`src/rtl/usart_front_pkg.sv`:
```
// Package: shared offsets, bit positions and the access-decode struct for
// the serial controller register front end.
package usart_front_pkg;

    // Register offsets that software depends on
    localparam int OFF_STATUS     = 'h00;
    localparam int OFF_DATA       = 'h04;
    localparam int OFF_PLAIN_BASE = 'h08;   // first of the storage-only registers
    localparam int N_PLAIN        = 5;      // baud, ctl A/B/C, guard/prescale
    localparam int CTL_A_INDEX    = 1;      // control-A is the second storage register

    // Status flag positions
    localparam int FLAG_RXNE = 5;
    localparam int FLAG_TC   = 6;
    localparam int FLAG_TXE  = 7;

    // Control-A bit positions
    localparam int CTL_RX_EN   = 2;
    localparam int CTL_TX_EN   = 3;
    localparam int CTL_RX_IE   = 5;
    localparam int CTL_MAIN_EN = 13;

    // Width of the data-register read field
    localparam int DATA_READ_W = 10;

    // Decoded side-effect strobes for the flag logic
    typedef struct packed {
        logic rd_status;
        logic wr_status;
        logic rd_data;
        logic wr_data;
    } flag_access_t;

endpackage

```
`src/rtl/usart_plain_regs.sv`:
```
// Module: usart_plain_regs
// Bank of storage-only registers. Each register loads the full write word on
// its own strobe and is otherwise held.
// Assumes: at most one strobe is active per cycle (the decoder guarantees it).
module usart_plain_regs #(
    parameter int REG_W  = 32,
    parameter int N_REGS = 5
) (
    input  logic                  clk,
    input  logic                  rst_n,
    input  logic [N_REGS-1:0]     wr_en,
    input  logic [REG_W-1:0]      wdata,
    output logic [REG_W-1:0]      q [N_REGS]
);

    for (genvar i = 0; i < N_REGS; i++) begin : g_reg
        logic [REG_W-1:0] r;

        // Purpose: hold one register, cleared by reset, loaded on its strobe
        always_ff @(posedge clk) begin
            if (!rst_n) begin
                r <= '0;
            end else if (wr_en[i]) begin
                r <= wdata;
            end
        end

        assign q[i] = r;
    end

endmodule

```
`src/rtl/usart_tx_hold.sv`:
```
// Module: usart_tx_hold
// One-entry holding stage for the outgoing byte. A load is taken only when
// the stage is empty; the byte is offered with valid until the consumer
// raises ready.
// Assumes: load is a single-cycle strobe from the data-register write decode.
module usart_tx_hold #(
    parameter int BYTE_W = 8
) (
    input  logic              clk,
    input  logic              rst_n,
    input  logic              load,
    input  logic [BYTE_W-1:0] load_byte,
    output logic              taken,      // load accepted this cycle
    output logic              done,       // consumer handshake this cycle
    output logic              tx_valid,
    output logic [BYTE_W-1:0] tx_byte,
    input  logic              tx_ready
);

    assign taken = load && !tx_valid;
    assign done  = tx_valid && tx_ready;

    // Purpose: fill on an accepted load, empty on a handshake
    always_ff @(posedge clk) begin
        if (!rst_n) begin
            tx_valid <= 1'b0;
            tx_byte  <= '0;
        end else if (taken) begin
            tx_valid <= 1'b1;
            tx_byte  <= load_byte;
        end else if (done) begin
            tx_valid <= 1'b0;
        end
    end

    assert_tx_hold_R7: assert property (@(posedge clk) disable iff (!rst_n)
        (tx_valid && !tx_ready) |=> (tx_valid && $stable(tx_byte)));

endmodule

```
`src/rtl/usart_status_flags.sv`:
```
// Module: usart_status_flags
// Owns the three status flags and the received-byte register. Register access
// side effects clear flags and hardware events set them; when both happen in
// one cycle the set wins.
// Assumes: the access strobes are mutually exclusive, and tx_taken / tx_done
// come from the transmit holding stage and never occur together.
module usart_status_flags #(
    parameter int BYTE_W = 8
) (
    input  logic                          clk,
    input  logic                          rst_n,
    input  usart_front_pkg::flag_access_t acc,
    input  logic                          keep_rxne,   // status write bit for RXNE
    input  logic                          keep_tc,
    input  logic                          keep_txe,
    input  logic                          tx_taken,
    input  logic                          tx_pending,
    input  logic                          tx_done,
    input  logic                          rx_enabled,
    input  logic                          rx_valid,
    input  logic [BYTE_W-1:0]             rx_byte,
    output logic                          rx_ready,
    output logic                          rxne_q,
    output logic                          tc_q,
    output logic                          txe_q,
    output logic [BYTE_W-1:0]             rx_data_q
);

    logic rx_fire, rx_take;
    logic rxne_clr, tc_clr, txe_clr, txe_set;

    assign rx_ready = !rxne_q;
    assign rx_fire  = rx_valid && rx_ready;
    assign rx_take  = rx_fire && rx_enabled;

    // Purpose: collect the clearing and setting conditions for each flag
    always_comb begin
        rxne_clr = acc.rd_data   || (acc.wr_status && !keep_rxne);
        tc_clr   = acc.rd_status || (acc.wr_status && !keep_tc);
        txe_clr  = tx_taken      || (acc.wr_status && !keep_txe);
        txe_set  = tx_done       || (acc.rd_data && !tx_pending);
    end

    // Purpose: update flags (set beats clear) and capture enabled receive bytes
    always_ff @(posedge clk) begin
        if (!rst_n) begin
            rxne_q    <= 1'b0;
            tc_q      <= 1'b1;
            txe_q     <= 1'b1;
            rx_data_q <= '0;
        end else begin
            rxne_q <= (rxne_q && !rxne_clr) || rx_take;
            tc_q   <= (tc_q   && !tc_clr)   || tx_taken;
            txe_q  <= (txe_q  && !txe_clr)  || txe_set;
            if (rx_take) begin
                rx_data_q <= rx_byte;
            end
        end
    end

    assert_rx_drop_R3: assert property (@(posedge clk) disable iff (!rst_n)
        (rx_valid && rx_ready && !rx_enabled) |=> (!rxne_q && $stable(rx_data_q)));

    assert_rx_take_R3: assert property (@(posedge clk) disable iff (!rst_n)
        (rx_valid && rx_ready && rx_enabled) |=> (rxne_q && rx_data_q == $past(rx_byte)));

    assert_tc_clear_R6: assert property (@(posedge clk) disable iff (!rst_n)
        acc.rd_status |=> !tc_q);

    assert_status_wr_R9: assert property (@(posedge clk) disable iff (!rst_n)
        (acc.wr_status && !(rx_valid && rx_ready && rx_enabled))
            |=> !(rxne_q && !$past(rxne_q)));

endmodule

```
`src/rtl/usart_front.sv`:
```
// Module: usart_front (top)
// Register front end of a serial controller: decodes the register bus, stores
// the configuration words, drives the flag side effects, the receive
// back-pressure, the transmit holding stage and the receive interrupt.
// Assumes: one bus access per cycle; read data is consumed in the same cycle.
module usart_front #(
    parameter int ADDR_W = 8,
    parameter int DATA_W = 32,
    parameter int BYTE_W = 8
) (
    input  logic              clk,
    input  logic              rst_n,
    input  logic              bus_en,
    input  logic              bus_we,
    input  logic [ADDR_W-1:0] bus_addr,
    input  logic [DATA_W-1:0] bus_wdata,
    output logic [DATA_W-1:0] bus_rdata,
    input  logic              rx_valid,
    input  logic [BYTE_W-1:0] rx_byte,
    output logic              rx_ready,
    output logic              tx_valid,
    output logic [BYTE_W-1:0] tx_byte,
    input  logic              tx_ready,
    output logic              irq
);
    import usart_front_pkg::*;

    localparam logic [ADDR_W-1:0] A_STATUS = ADDR_W'(OFF_STATUS);
    localparam logic [ADDR_W-1:0] A_DATA   = ADDR_W'(OFF_DATA);

    logic              rd_cyc, wr_cyc;
    logic              hit_status, hit_data;
    flag_access_t      acc;
    logic [N_PLAIN-1:0] plain_we;
    logic [DATA_W-1:0] plain_q [N_PLAIN];
    logic [DATA_W-1:0] ctl_a;
    logic              tx_taken, tx_done;
    logic              rxne, tc, txe;
    logic [BYTE_W-1:0] rx_data;
    logic [DATA_W-1:0] status_word;
    logic [DATA_W-1:0] data_word;

    assign rd_cyc     = bus_en && !bus_we;
    assign wr_cyc     = bus_en &&  bus_we;
    assign hit_status = (bus_addr == A_STATUS);
    assign hit_data   = (bus_addr == A_DATA);

    // Purpose: form the flag side-effect strobes from the access
    always_comb begin
        acc.rd_status = rd_cyc && hit_status;
        acc.wr_status = wr_cyc && hit_status;
        acc.rd_data   = rd_cyc && hit_data;
        acc.wr_data   = wr_cyc && hit_data;
    end

    for (genvar i = 0; i < N_PLAIN; i++) begin : g_plain_we
        assign plain_we[i] = wr_cyc && (bus_addr == ADDR_W'(OFF_PLAIN_BASE + 4 * i));
    end

    usart_plain_regs #(
        .REG_W  (DATA_W),
        .N_REGS (N_PLAIN)
    ) u_plain (
        .clk   (clk),
        .rst_n (rst_n),
        .wr_en (plain_we),
        .wdata (bus_wdata),
        .q     (plain_q)
    );

    assign ctl_a = plain_q[CTL_A_INDEX];

    usart_tx_hold #(
        .BYTE_W (BYTE_W)
    ) u_tx (
        .clk       (clk),
        .rst_n     (rst_n),
        .load      (acc.wr_data),
        .load_byte (bus_wdata[BYTE_W-1:0]),
        .taken     (tx_taken),
        .done      (tx_done),
        .tx_valid  (tx_valid),
        .tx_byte   (tx_byte),
        .tx_ready  (tx_ready)
    );

    usart_status_flags #(
        .BYTE_W (BYTE_W)
    ) u_flags (
        .clk        (clk),
        .rst_n      (rst_n),
        .acc        (acc),
        .keep_rxne  (bus_wdata[FLAG_RXNE]),
        .keep_tc    (bus_wdata[FLAG_TC]),
        .keep_txe   (bus_wdata[FLAG_TXE]),
        .tx_taken   (tx_taken),
        .tx_pending (tx_valid),
        .tx_done    (tx_done),
        .rx_enabled (ctl_a[CTL_MAIN_EN] && ctl_a[CTL_RX_EN]),
        .rx_valid   (rx_valid),
        .rx_byte    (rx_byte),
        .rx_ready   (rx_ready),
        .rxne_q     (rxne),
        .tc_q       (tc),
        .txe_q      (txe),
        .rx_data_q  (rx_data)
    );

    // Purpose: assemble the status and data read words
    always_comb begin
        status_word            = '0;
        status_word[FLAG_RXNE] = rxne;
        status_word[FLAG_TC]   = tc;
        status_word[FLAG_TXE]  = txe;
        data_word              = '0;
        data_word[DATA_READ_W-1:0] = DATA_READ_W'(rx_data);
    end

    // Purpose: read multiplexer; unmapped offsets and idle cycles give zero
    always_comb begin
        bus_rdata = '0;
        if (rd_cyc) begin
            if (hit_status) begin
                bus_rdata = status_word;
            end else if (hit_data) begin
                bus_rdata = data_word;
            end else begin
                for (int i = 0; i < N_PLAIN; i++) begin
                    if (bus_addr == ADDR_W'(OFF_PLAIN_BASE + 4 * i)) begin
                        bus_rdata = plain_q[i];
                    end
                end
            end
        end
    end

    // Purpose: receive interrupt level, no register stage
    assign irq = rxne && ctl_a[CTL_RX_IE];

    assert_txe_pending_R8: assert property (@(posedge clk) disable iff (!rst_n)
        tx_valid |-> !txe);

    assert_tc_on_load_R7: assert property (@(posedge clk) disable iff (!rst_n)
        tx_taken |=> (tc && tx_valid));

endmodule

```
`config.mk`:
```
export PLATFORM = sky130hd
export DESIGN_NAME = usart_front
export DESIGN_NICKNAME = d
export VERILOG_FILES = /design/src/rtl/usart_front_pkg.sv /design/src/rtl/usart_plain_regs.sv /design/src/rtl/usart_tx_hold.sv /design/src/rtl/usart_status_flags.sv /design/src/rtl/usart_front.sv
export SDC_FILE = /design/constraint.sdc
export NUM_CORES = 1
export LEC_CHECK = 0
export BUFFER_PORTS_ARGS = -buffer_cell sky130_fd_sc_hd__buf_2
export CAP_MARGIN = 10
export CORE_MARGIN = 3
export CORE_UTILIZATION = 45
export CTS_CLUSTER_DIAMETER = 200
export DETAILED_ROUTE_END_ITERATION = 10
export MAX_ROUTING_LAYER = met4
export PLACE_DENSITY_LB_ADDON = 0.25
export SYNTH_ARGS = -nofsm -noshare
export SYNTH_HDL_FRONTEND = slang
export SYNTH_SLANG_ARGS = --single-unit
```
`constraint.sdc`:
```
create_clock -name clk -period 2.52 [get_ports clk]
set_input_delay 0.504 -clock clk [delete_from_list [all_inputs] [get_ports clk]]
set_output_delay 0.504 -clock clk [all_outputs]
set_load 0.05 [all_outputs]
```
# ---- Yosys cells after proc, flatten, opt, wreduce, memory -nomap -nowiden
# Cells that the tools add are included.
dict set report totals {
  ff_bits 180
  input_bits 54
  out_inout_bits 43
  word_cells 69
}
dict set report classes {
  n_eq_ne 6
  mux 10
  n_reduce_logical 42
}
# cell n
set ops {}
lappend ops {{$mux W32} 8}
lappend ops {{$eq A8 B5 Y1 const B} 3}
lappend ops {{$logic_and A1 B1 Y1} 24}
lappend ops {{$eq A8 B4 Y1 const B} 2}
lappend ops {{$logic_not A1 Y1} 9}
lappend ops {{$eq A8 B3 Y1 const B} 1}
lappend ops {{$logic_not A8 Y1} 1}
lappend ops {{$logic_or A1 B1 Y1} 7}
lappend ops {{$mux W1} 2}
lappend ops {{$reduce_bool A2 Y1} 1}

# ---- Depth between registers and ports, before layout
dict set report logic_depth {
  word_depth 9
  depth_mapped 8
  ltp_nobuf 4
}

# ---- Hierarchy
# Synthesis repeated with hierarchy kept, for this count alone.
dict set report hier_totals {
  cells_unflattened 861
  area_unflattened_um2 8737.1
}
# module n_inst cells_per_inst area_per_inst_um2 seq_area_each_um2
set modules_own_cells {}
lappend modules_own_cells {usart_plain_regs 1 517 6173.4 3203.1}
lappend modules_own_cells {usart_front 1 254 1694.1 0.0}
lappend modules_own_cells {usart_status_flags 1 50 490.5 220.2}
lappend modules_own_cells {usart_tx_hold 1 40 379.1 180.2}

# ---- Worst setup path before layout
# Ideal clock, no wire load.
dict set report synth_timing {
  path_type {input -> output}
  start {input bus_addr[5]}
  end {output bus_rdata[1]}
  t_arrival_ps 2903
  t_required_ps 2016
  setup_slack_ps -887
  stages 4
  n_path_buf 1
  cell_sequence {or4b_1 buf_4 or4_1 a211oi_1}
}
dict set report synth_via {
  elab_chain_cells 9
  elab_cells_between_ends 15
  classes_between {6 x eq/ne; 8 x mux; 1 x reduce/logical}
}
# item line_no
set synth_rtl {}
lappend synth_rtl {{from (decl)} usart_front.sv:15} ;# input logic [ADDR_W-1:0] bus_addr,
lappend synth_rtl {{$eq A8 B4 Y1} usart_front.sv:129} ;# if (bus_addr == ADDR_W'(OFF_PLAIN_BASE + 4 * i)) begin
lappend synth_rtl {{$mux W32 (5 in series)} usart_front.sv:129}
lappend synth_rtl {{$mux W32} usart_front.sv:125} ;# end else if (hit_data) begin
lappend synth_rtl {{$mux W32 *} usart_front.sv:123} ;# if (hit_status) begin
lappend synth_rtl {{$mux W32 *} usart_front.sv:122} ;# if (rd_cyc) begin
lappend synth_rtl {{to (decl)} usart_front.sv:17} ;# output logic [DATA_W-1:0] bus_rdata,
# Mark *: on every way between the ends. The rest lies on a longest branch, timed or not.

# ---- Worst setup path in the final report
dict set report layout_timing {
  start {input bus_addr[6]}
  end {output bus_rdata[1]}
}
# The elaborated chain is that of the path after synthesis.

==> results_dict.tcl <==
set metrics [dict create \
    status "finished, violations left" \
    violations "setup timing" \
    layout_common_cells "362 x nand2_1, 180 x dfxtp_1, 122 x a21boi_0" \
    max-clock-path-buffers 2 \
    synthAdderAreaFrac_pct 0 \
    detail-route-antenna-nets 0 \
    grt_use_total_pct 26.4 \
    viasPerCell 5.61 \
    synth_compound_area_share_pct 24.4 \
    cp.required_ns 2.02 \
    cp_max_fo 6 \
    synth-main-ff-cell "dfxtp_1" \
    regToRegSetupSlack_ns 1.23 \
    ff2ff_path_depth 4 \
    synth_area_um2 8920 \
    die_h_um 147 \
    port_buffers 96 \
    cpMaxStageDelayCell "or4b_4" \
    area_growth_pct 29.2 \
    h-tree-depth 4 \
    finalNetCount 1318 \
    wl_um 27800 \
    grt_overflow 0 \
    endpoint_kind "output pin" \
    avgSynthCellArea_um2 7.75 \
    synth_xor_area_share_pct 0 \
    cp-startpoint "bus_addr[6]" \
    fin_skew_ns 0.00922 \
    postPlaceCellArea_um2 10500 \
    post-route-period-util_pct 107 \
    hold_path.class "input port to flip-flop" \
    cp_cell_sequence "buf_6 > or4b_4 > or4_4 > a211oi_4 > buf_6" \
    clkSlewWorstSetupHoldPaths_ns 0.07 \
    critPathArrivalTime_ns 2.19 \
    grt_max_degree 119 \
    critical_path_class "input port to output pin" \
    antenna_found_initial 0 \
    layout_commonest_cell "nand2_1" \
    gp_congestion 0.945 \
    setup_viol 30 \
    min_from "rx_byte[0]" \
    power.density_nw_per_um2 522 \
    slowest_delay_ns 0.61 \
    r2r-end "u_tx.tx_byte[7]$_SDFFE_PN0P_" \
    synth_edf_count 0 \
    vias 8615 \
    root_buffer "clkbuf_16" \
    drive_above_1_share_pct 23.3 \
    synth_top_family_by_area "simple AND/OR/NAND/NOR gates" \
    peakVddDrop_mv 0.410 \
    synth_nets 1204 \
    fillers 1684 \
    synthMuxAreaShare_pct 3.82 \
    rsz0062_at_grt "true" \
    reg2reg_from "u_tx.tx_valid$_SDFFE_PN0P_" \
    fin_util_pct 60.4 \
    cts_hold_buf 0 \
    cts_tree "built" \
    cts_buffers 17 \
    worst_slack_ns -0.175 \
    die-area_um2 21500 \
    crit_top_cell "buf_6" \
    yosysTopAreaCellShare_pct 40.4 \
    tns_ns -2.52 \
    io_pins 97 \
    initial_core_util_pct 46.7 \
    dpl.hpwl_um 18000 \
    drc 0 \
    worst-slew-pin-transition_ns 0.524 \
    design_area_um2 11500 \
    grt_pass1_wl_um 44400 \
    max_slew_margin_pct 64.8 \
    drt_iter0_drc 627 \
    critPathLaunchType "input port" \
    place_inst 1504 \
    die_x_um 147 \
    clk_latency_ns 0.44 \
    yosysSeqAreaShare_pct 40.4 \
    ys_types 54 \
    num_antenna_cells 0 \
    ys_seq_elements 180 \
    p_total_mw 6.01 \
    finalHoldViolations 0 \
    fmax_mhz 371 \
    final_cells 1537 \
    core_area_um2 19100 \
    synth.area.top_cells "dfxtp_1 40%, nand2_1 15%, a21boi_0 10%, a21boi_1 4.0%, mux2i_1 3.8%" \
    yosysTopAreaCell "dfxtp_1" \
    slew_viol_final 0 \
    maxCapViolations 0 \
    rows 50 \
    grt_pass1_vias 8190 \
    cts.sinks 180 \
    synth_warnings 0 \
    wl_per_cell_um 18.1 \
    min_delay_path_depth 3 \
    p_leak_nw 3.84 \
    min_to "u_flags.rx_data_q[0]$_SDFFE_PN0P_" \
    holdWs_ns 0.306 \
    dr.pass1.iters 5 \
    synth_simple_gate_area_share_pct 26.3 \
    synthArstFlopShare_pct 0 \
    netlist_instances 1150 \
    post-place-ws_ns -0.349 \
    period_minus_slack_ns 2.69 \
]
## worst max-delay path: cells and delay by family
kind	cells	cell delay [ns]
compound gates	1	0.26
buf+inv	2	0.29
simple gates	2	1.13
## synthesized netlist by cell type (5+ instances only)
cell type	count
mux2i_1	34
o21bai_1	23
nand3_1	16
nor2_1	27
dfxtp_1	180
clkbuf_1	66
nor4b_1	5
nand2_1	366
a21boi_0	122
nor3b_1	22
a21oi_1	39
nand2b_1	5
buf_2	25
nand4_1	25
o21ai_0	61
nor2b_1	13
a21boi_1	47
## where the power goes
part | total, mW | leakage (nW) | switching, mW | internal, mW
clock network | 2.64 | 0.275 | 1.21 | 1.43
logic | 0.527 | 2.11 | 0.312 | 0.215
registers | 2.85 | 1.45 | 0.000998 | 2.84
## area by class of cell
| class | instances | area (µm²) | area share, % |
|---|---|---|---|
| Clock buffer | 20 | 457 | 3.96 |
| Clock inverter | 12 | 119 | 1.03 |
| Inverter | 3 | 11.3 | 0.0977 |
| Multi-Input combinational cell | 868 | 5360 | 46.5 |
| Sequential cell | 180 | 3600 | 31.3 |
| Tap cell | 260 | 325 | 2.82 |
| Timing Repair Buffer | 194 | 1650 | 14.3 |
## sequential cells by signal, indices dropped and copies added, names as in the netlist
signal and cells:
u_plain.g.r 160, u_flags.rx_data_q 8, u_tx.tx_byte 8, u_flags.rxne_q 1, u_flags.tc_q 1, u_flags.txe_q 1
u_tx.tx_valid 1
## how the worst max path moves through the flow
stage                          endpoint  slack (ns)
final                      bus_rdata[1]       -0.17
after floorplan            bus_rdata[1]       -0.23
after CTS                  bus_rdata[1]       -0.16
after detailed placement  bus_rdata[10]       -0.35
after global routing       bus_rdata[1]       -0.22
after global placement    bus_rdata[22]       -0.28
## cells by family (layout without fill, tap and decap cells)
group,Yosys count,after routing
multiplexers,34,34
AO/OA/AOI/OAI,320,320
flip-flops,180,180
buffers and inverters,102,229
AND/OR/NAND/NOR,514,514
## per-layer routing
metal / global-route usage, % / wire length [µm] / vias to the layer above
met1: 35.2 / 12600 / 4122
met5: - / 0 / -
met3: 3.45 / 1530 / 57
met4: 8.75 / 652 / 0
met2: 41.5 / 13000 / 289
li1: - / - / 4147
## what timing repair did
action | CTS | global route
pin swaps | 18 | 12
endpoints found under the setup margin | 31 | 32
gates resized for setup | 100 | 25
buffers inserted | 1 | 1
(Power assumes the default switching activity.)
